$ cat src/rtl/tbit_pkg.sv
// Package tbit_pkg
// Shared types and bit positions for the toggle-bit poller.
// Assumes the flash status word carries the toggle flag in bit 6
// and the timeout flag in bit 5.
package tbit_pkg;

    // Status bit that alternates on each read while the flash is busy
    localparam int TOGGLE_IDX  = 6;
    // Status bit that signals the flash's internal time limit
    localparam int TIMEOUT_IDX = 5;

    // Sequencer states
    typedef enum logic [2:0] {
        PS_IDLE,    // waiting for start
        PS_FIRST,   // first status read, reference only
        PS_POLL,    // repeated status reads with comparison
        PS_CHK_A,   // first re-check read after timeout flag
        PS_CHK_B,   // second re-check read, compared with A
        PS_RESET,   // reset-command write
        PS_DONE,    // one-cycle completion pulse
        PS_FAIL     // one-cycle failure pulse
    } poll_state_t;

endpackage

$ cat src/rtl/tbit_cmp.sv
// Module tbit_cmp
// Holds the toggle bit of the most recent captured read and compares it
// with the status word now on the bus. Also extracts the timeout flag.
// Assumes rdata is valid whenever cap_en is high (acknowledge cycle).
module tbit_cmp
    import tbit_pkg::*;
#(
    parameter int DW = 8
) (
    input  logic          clk,
    input  logic          rst_n,
    input  logic          cap_en,
    input  logic [DW-1:0] rdata,
    output logic          same_bit,
    output logic          timeout_bit
);

    logic ref_q;

    // Capture the toggle bit of each accepted read as the next reference
    always_ff @(posedge clk) begin
        if (!rst_n)
            ref_q <= 1'b0;
        else if (cap_en)
            ref_q <= rdata[TOGGLE_IDX];
    end

    // Compare current read with the stored reference
    always_comb begin
        same_bit    = (rdata[TOGGLE_IDX] == ref_q);
        timeout_bit = rdata[TIMEOUT_IDX];
    end

    // Other status bits carry no meaning for this block
    logic unused_bits;
    assign unused_bits = ^rdata;

endmodule

$ cat src/rtl/tbit_pollcnt.sv
// Module tbit_pollcnt
// Counts accepted polling reads and reports when the current read is the
// last one allowed by MAX_POLLS. With MAX_POLLS = 0 no counter is built
// and the limit never trips.
module tbit_pollcnt #(
    parameter int MAX_POLLS = 0
) (
    input  logic clk,
    input  logic rst_n,
    input  logic clr,
    input  logic inc,
    output logic limit_hit
);

    localparam int CW = (MAX_POLLS < 2) ? 1 : $clog2(MAX_POLLS + 1);

    generate
        if (MAX_POLLS == 0) begin : g_unlimited
            assign limit_hit = 1'b0;
            logic unused_in;
            assign unused_in = ^{clk, rst_n, clr, inc};
        end else begin : g_limited
            logic [CW-1:0] cnt_q;

            // Saturating count of polling reads since start
            always_ff @(posedge clk) begin
                if (!rst_n || clr)
                    cnt_q <= '0;
                else if (inc && (cnt_q != CW'(MAX_POLLS)))
                    cnt_q <= cnt_q + 1'b1;
            end

            // The read being accepted now is number cnt_q+1
            assign limit_hit = (int'(cnt_q) + 1) >= MAX_POLLS;

            // Count never passes the budget
            assert_cnt_bound_R7: assert property (@(posedge clk) disable iff (!rst_n)
                int'(cnt_q) <= MAX_POLLS);
        end
    endgenerate

endmodule

$ cat src/rtl/tbit_fsm.sv
// Module tbit_fsm
// Sequencer of the toggle-bit poller: issues status reads, interprets the
// comparison and timeout results, confirms a timeout by a read pair, and
// issues the reset-command write on failure.
// Assumes bus_ack is a one-cycle strobe given only while bus_req is high.
module tbit_fsm
    import tbit_pkg::*;
(
    input  logic clk,
    input  logic rst_n,
    input  logic start,
    input  logic bus_ack,
    input  logic same_bit,
    input  logic timeout_bit,
    input  logic limit_hit,
    output logic bus_req,
    output logic bus_we,
    output logic busy,
    output logic done,
    output logic fail,
    output logic cap_en,
    output logic cnt_clr,
    output logic cnt_inc
);

    poll_state_t state_q, state_d;

    // State register
    always_ff @(posedge clk) begin
        if (!rst_n)
            state_q <= PS_IDLE;
        else
            state_q <= state_d;
    end

    // Next-state and per-cycle control decisions
    always_comb begin
        state_d = state_q;
        cap_en  = 1'b0;
        cnt_clr = 1'b0;
        cnt_inc = 1'b0;
        unique case (state_q)
            PS_IDLE: begin
                if (start) begin
                    state_d = PS_FIRST;
                    cnt_clr = 1'b1;
                end
            end
            PS_FIRST: begin
                if (bus_ack) begin
                    cap_en  = 1'b1;
                    cnt_inc = 1'b1;
                    state_d = PS_POLL;
                end
            end
            PS_POLL: begin
                if (bus_ack) begin
                    cap_en  = 1'b1;
                    cnt_inc = 1'b1;
                    if (same_bit)
                        state_d = PS_DONE;
                    else if (timeout_bit)
                        state_d = PS_CHK_A;
                    else if (limit_hit)
                        state_d = PS_RESET;
                end
            end
            PS_CHK_A: begin
                if (bus_ack) begin
                    cap_en  = 1'b1;
                    state_d = PS_CHK_B;
                end
            end
            PS_CHK_B: begin
                if (bus_ack)
                    state_d = same_bit ? PS_DONE : PS_RESET;
            end
            PS_RESET: begin
                if (bus_ack)
                    state_d = PS_FAIL;
            end
            PS_DONE:  state_d = PS_IDLE;
            PS_FAIL:  state_d = PS_IDLE;
            default:  state_d = PS_IDLE;
        endcase
    end

    // Outputs decoded from the registered state
    always_comb begin
        bus_req = (state_q == PS_FIRST) || (state_q == PS_POLL)  ||
                  (state_q == PS_CHK_A) || (state_q == PS_CHK_B) ||
                  (state_q == PS_RESET);
        bus_we  = (state_q == PS_RESET);
        busy    = bus_req;
        done    = (state_q == PS_DONE);
        fail    = (state_q == PS_FAIL);
    end

    assert_start_read_R2: assert property (@(posedge clk) disable iff (!rst_n)
        (state_q == PS_IDLE && start) |=> (bus_req && busy && !bus_we));

    assert_req_hold_R3: assert property (@(posedge clk) disable iff (!rst_n)
        (bus_req && !bus_ack) |=> (bus_req && $stable(bus_we)));

    assert_done_after_read_R4: assert property (@(posedge clk) disable iff (!rst_n)
        $rose(done) |-> $past(bus_ack && !bus_we));

    assert_fail_after_write_R6: assert property (@(posedge clk) disable iff (!rst_n)
        $rose(fail) |-> $past(bus_ack && bus_we));

    assert_pulse_excl_R8: assert property (@(posedge clk) disable iff (!rst_n)
        !(done && fail));

    assert_done_single_R8: assert property (@(posedge clk) disable iff (!rst_n)
        done |=> !done);

    assert_fail_single_R8: assert property (@(posedge clk) disable iff (!rst_n)
        fail |=> !fail);

endmodule

$ cat src/rtl/tbit_poller.sv
// Module tbit_poller
// Host-side toggle-bit completion poller for flash program/erase.
// Assumes start is pulsed only after the final command write pulse and
// that the bus port answers each request with a one-cycle acknowledge.
module tbit_poller #(
    parameter int             DW        = 8,
    parameter int             AW        = 20,
    parameter logic [AW-1:0]  POLL_ADDR = '0,
    parameter logic [DW-1:0]  RESET_CMD = DW'(8'hF0),
    parameter int             MAX_POLLS = 0
) (
    input  logic          clk,
    input  logic          rst_n,
    input  logic          start,
    output logic          bus_req,
    output logic          bus_we,
    output logic [AW-1:0] bus_addr,
    output logic [DW-1:0] bus_wdata,
    input  logic          bus_ack,
    input  logic [DW-1:0] bus_rdata,
    output logic          busy,
    output logic          done,
    output logic          fail
);

    logic same_bit, timeout_bit, limit_hit;
    logic cap_en, cnt_clr, cnt_inc;

    // Comparison of successive toggle bits
    tbit_cmp #(.DW(DW)) cmp_i (
        .clk         (clk),
        .rst_n       (rst_n),
        .cap_en      (cap_en),
        .rdata       (bus_rdata),
        .same_bit    (same_bit),
        .timeout_bit (timeout_bit)
    );

    // Optional polling budget
    tbit_pollcnt #(.MAX_POLLS(MAX_POLLS)) cnt_i (
        .clk       (clk),
        .rst_n     (rst_n),
        .clr       (cnt_clr),
        .inc       (cnt_inc),
        .limit_hit (limit_hit)
    );

    // Sequencer
    tbit_fsm fsm_i (
        .clk         (clk),
        .rst_n       (rst_n),
        .start       (start),
        .bus_ack     (bus_ack),
        .same_bit    (same_bit),
        .timeout_bit (timeout_bit),
        .limit_hit   (limit_hit),
        .bus_req     (bus_req),
        .bus_we      (bus_we),
        .busy        (busy),
        .done        (done),
        .fail        (fail),
        .cap_en      (cap_en),
        .cnt_clr     (cnt_clr),
        .cnt_inc     (cnt_inc)
    );

    // Status may be read at any address; one fixed address serves all
    assign bus_addr  = POLL_ADDR;
    assign bus_wdata = RESET_CMD;

endmodule

$ cat config.mk
export PLATFORM = sky130hd
export DESIGN_NAME = tbit_poller
export DESIGN_NICKNAME = d
export VERILOG_FILES = /design/src/rtl/tbit_pkg.sv /design/src/rtl/tbit_cmp.sv /design/src/rtl/tbit_pollcnt.sv /design/src/rtl/tbit_fsm.sv /design/src/rtl/tbit_poller.sv
export SDC_FILE = /design/constraint.sdc
export NUM_CORES = 1
export LEC_CHECK = 0
export ABC_AREA = 1
export BUFFER_PORTS_ARGS = -buffer_cell sky130_fd_sc_hd__buf_2
export CORE_MARGIN = 4
export CORE_UTILIZATION = 34
export DETAILED_ROUTE_END_ITERATION = 16
export HOLD_SLACK_MARGIN = 0.15
export PLACE_DENSITY = 0.82
export SLEW_MARGIN = 20
export SYNTH_ARGS = -nofsm -noshare
export SYNTH_HDL_FRONTEND = slang
export SYNTH_SLANG_ARGS = --single-unit
$ cat constraint.sdc
create_clock -name clk -period 1.05 [get_ports clk]
set_input_delay 0 -clock clk [delete_from_list [all_inputs] [get_ports clk]]
set_output_delay 0 -clock clk [all_outputs]
set_load 0.005 [all_outputs]
==> impl_metrics.ini <==
[route]
post-route-drc-count = 0
drt-vias-per-instance = 3.99
met2RoutedLength_um = 606
wl_met3_um = 133
first_pass_iters = 4
drt-total-wl_um = 1160
routedWlPerCell_um = 9.46
drt_iter0_markers = 5
ant_nets = 0
top_layer = met4
vias = 491
wl_met1_um = 396

[clocking]
cts_inserted_buffers = 3
insertion_delay_ns = 0.24
clockBufferDepth = 2
clk_pin_slew_worst_paths_ns = 0.03
h-tree-depth = 1
cts_tree = yes
cts-root-buf = clkbuf_4
cts_num_sinks = 4

[synthesis]
ys_ff_latch = 4
syn_area_um2 = 561
synth_top_flop_cell = dfxtp_1
synth-edff-count = 0
synth_most_common_cell = buf_4
ys_warn_count = 0
ys_seq_area_frac = 0.143
avgSynthCellArea_um2 = 6.37
synthDistinctLibCells = 15
yosysTopAreaCell = buf_4
synthesis.instances = 88
synthArstFlopShare = 0
ys_top_cells_by_area = buf_4, dfxtp_1, nand2_1
ys_top_cells_by_count = buf_4, nand2_1, nor2_1
yosys.area.top_type_share = 0.402

[pwr]
p_int_uw = 903
p_leak_uw = 0.000386
seq_power_share = 0.205
power_frac_comb = 0.680
switching_share = 0.456
power_frac_clock = 0.115
vdd.ir_drop.worst_uv = 1080
p_per_area_mw_per_mm2 = 2430
power.switching_uw = 758

[global_route]
antenna_found_initial = 0
track_usage = 0.0893
grt_max_degree = 9
grt_pass1_vias = 416
grt_pass1_wl_um = 1700
overflow = 0

[placement]
gp_congestion = 0.830
portBuffers = 10
dp_cells = 115
postPlaceCellArea_um2 = 541
place.detailed.hpwl_um = 824

[finish]
final_area_um2 = 684
area_growth_pct = 22.1
final_nets = 121
stdcell_count = 123
drive_above_1_share = 0.477
final_util = 0.449
antenna_cells = 0

[setup_path]
crit_buf_inv = 0
critPathMaxStageDelay_ns = 0.35
cp.arrival_ns = 1.21
path_cells = nor2_4 > o21ai_2 > nand2_2 > nand3_4 > nor2_1 > nor2_1
cp-start-kind = register
critPathRequiredTime_ns = 1.17
cpMostUsedCell = nor2_1
crit_type = reg2reg
cp-end-kind = register
path_max_fanout = 5
crit_family = simple AND/OR/NAND/NOR gates
slowest_stage = dfxtp_4

[floorplanning]
fp.dieH_um = 48.6
core_area_mm2 = 0.00152
die_w_um = 48.6
start_util = 0.368
die_area_mm2 = 0.00236
ioPinCount = 45
num_rows = 14

[min_path]
min_path_type = in2reg

[sta]
fin_crit_sh = 1.04
hold_violations = 0
finClkSkew_ns = 0.00257
hold_slack_ns = 0.275
setup_ws_ns = -0.0389
final_max_slew_viol_count = 0
rsz0062_at_grt = true
setup_violations = 3
fin_crit_ns = 1.09
tns_ns = -0.0746
fmax_ghz = 0.918

[job]
drv_cap = 0

[outcome]
status = complete, but fails checks
violations = setup timing
[flip-flops by register name (all words and copies together), names as in the netlist]
register       cells
cmp_i.ref_q        1
fsm_i.state_q      3
[layer usage]
| layer | up-vias | global-route usage |
|---|---|---|
| met5 | - | 0 |
| met1 | 211 | 0.0926 |
| met3 | 4 | 0.0215 |
| li1 | 249 | - |
| met2 | 27 | 0.143 |
| met4 | 0 | 0.0852 |
[power groups by stage]
stage,Clock (uW),Combinational (uW),Sequential [uW]
6_report,191,1130,341
5_1_grt,199,1250,351
4_1_cts,196,829,321
3_5_place_dp,0,809,294
3_3_place_gp,0,797,288
2_1_floorplan,0,703,252
[through the flow]
stage                     total power, uW  setup WS, ns
after floorplan                       956       0.00681
after global placement               1080       -0.0497
after detailed placement             1100       -0.0605
after CTS                            1350      -0.00340
after global routing                 1800        -0.116
final                                1660       -0.0389
[logic make-up after synthesis]
logic type             share of synthesized area
AO/OA/AOI/OAI                             0.0603
other                                     0.0134
buffers and inverters                      0.469
flip-flops                                 0.143
AND/OR/NAND/NOR                            0.315
[worst register-to-register path, cell delays in order, from the launching register on]
cell     delay (ns)
dfxtp_4        0.35
nor2_4         0.14
o21ai_2        0.08
nand2_2        0.09
nand3_4        0.11
nor2_1         0.15
nor2_1         0.06
[path summary, 6_finish.rpt]
path	start	slack (ns)	endpoint	depth (start not counted)
worst max register to register	fsm_i.state_q[0]	-0.04	fsm_i.state_q[1]	6
worst min-delay path	start	0.27	fsm_i.state_q[1]	7
worst min register to register	cmp_i.ref_q	0.46	cmp_i.ref_q	2
worst max-delay path	fsm_i.state_q[0]	-0.04	fsm_i.state_q[1]	6
[final cells by class]
cell class	count	area (um^2)
fillers	160	840
inverters	10	37.5
well taps	16	20.0
flip-flops and latches	4	92.6
clock buffers	3	22.5
multi-input cells	70	363
repair buffers	20	149
[timing repair]
action | in CTS | in global routing
endpoints found under the hold margin | 4 | 0
hold buffers | 3 | 0
setup buffers | 0 | 2
setup endpoints to repair | 8 | 7
resized for setup | 6 | 20
pin swaps | 1 | 14
[layout by cell type (no fill, tap or decap), drive strengths merged]
master        n
buf          17
o21ai         3
a21oi         3
dlygate4sd3   3
nand3         5
conb         28
clkbuf        3
nor2         13
inv          10
dfxtp         4
nand2        18
Note: power is estimated with default switching activity, not from simulation.
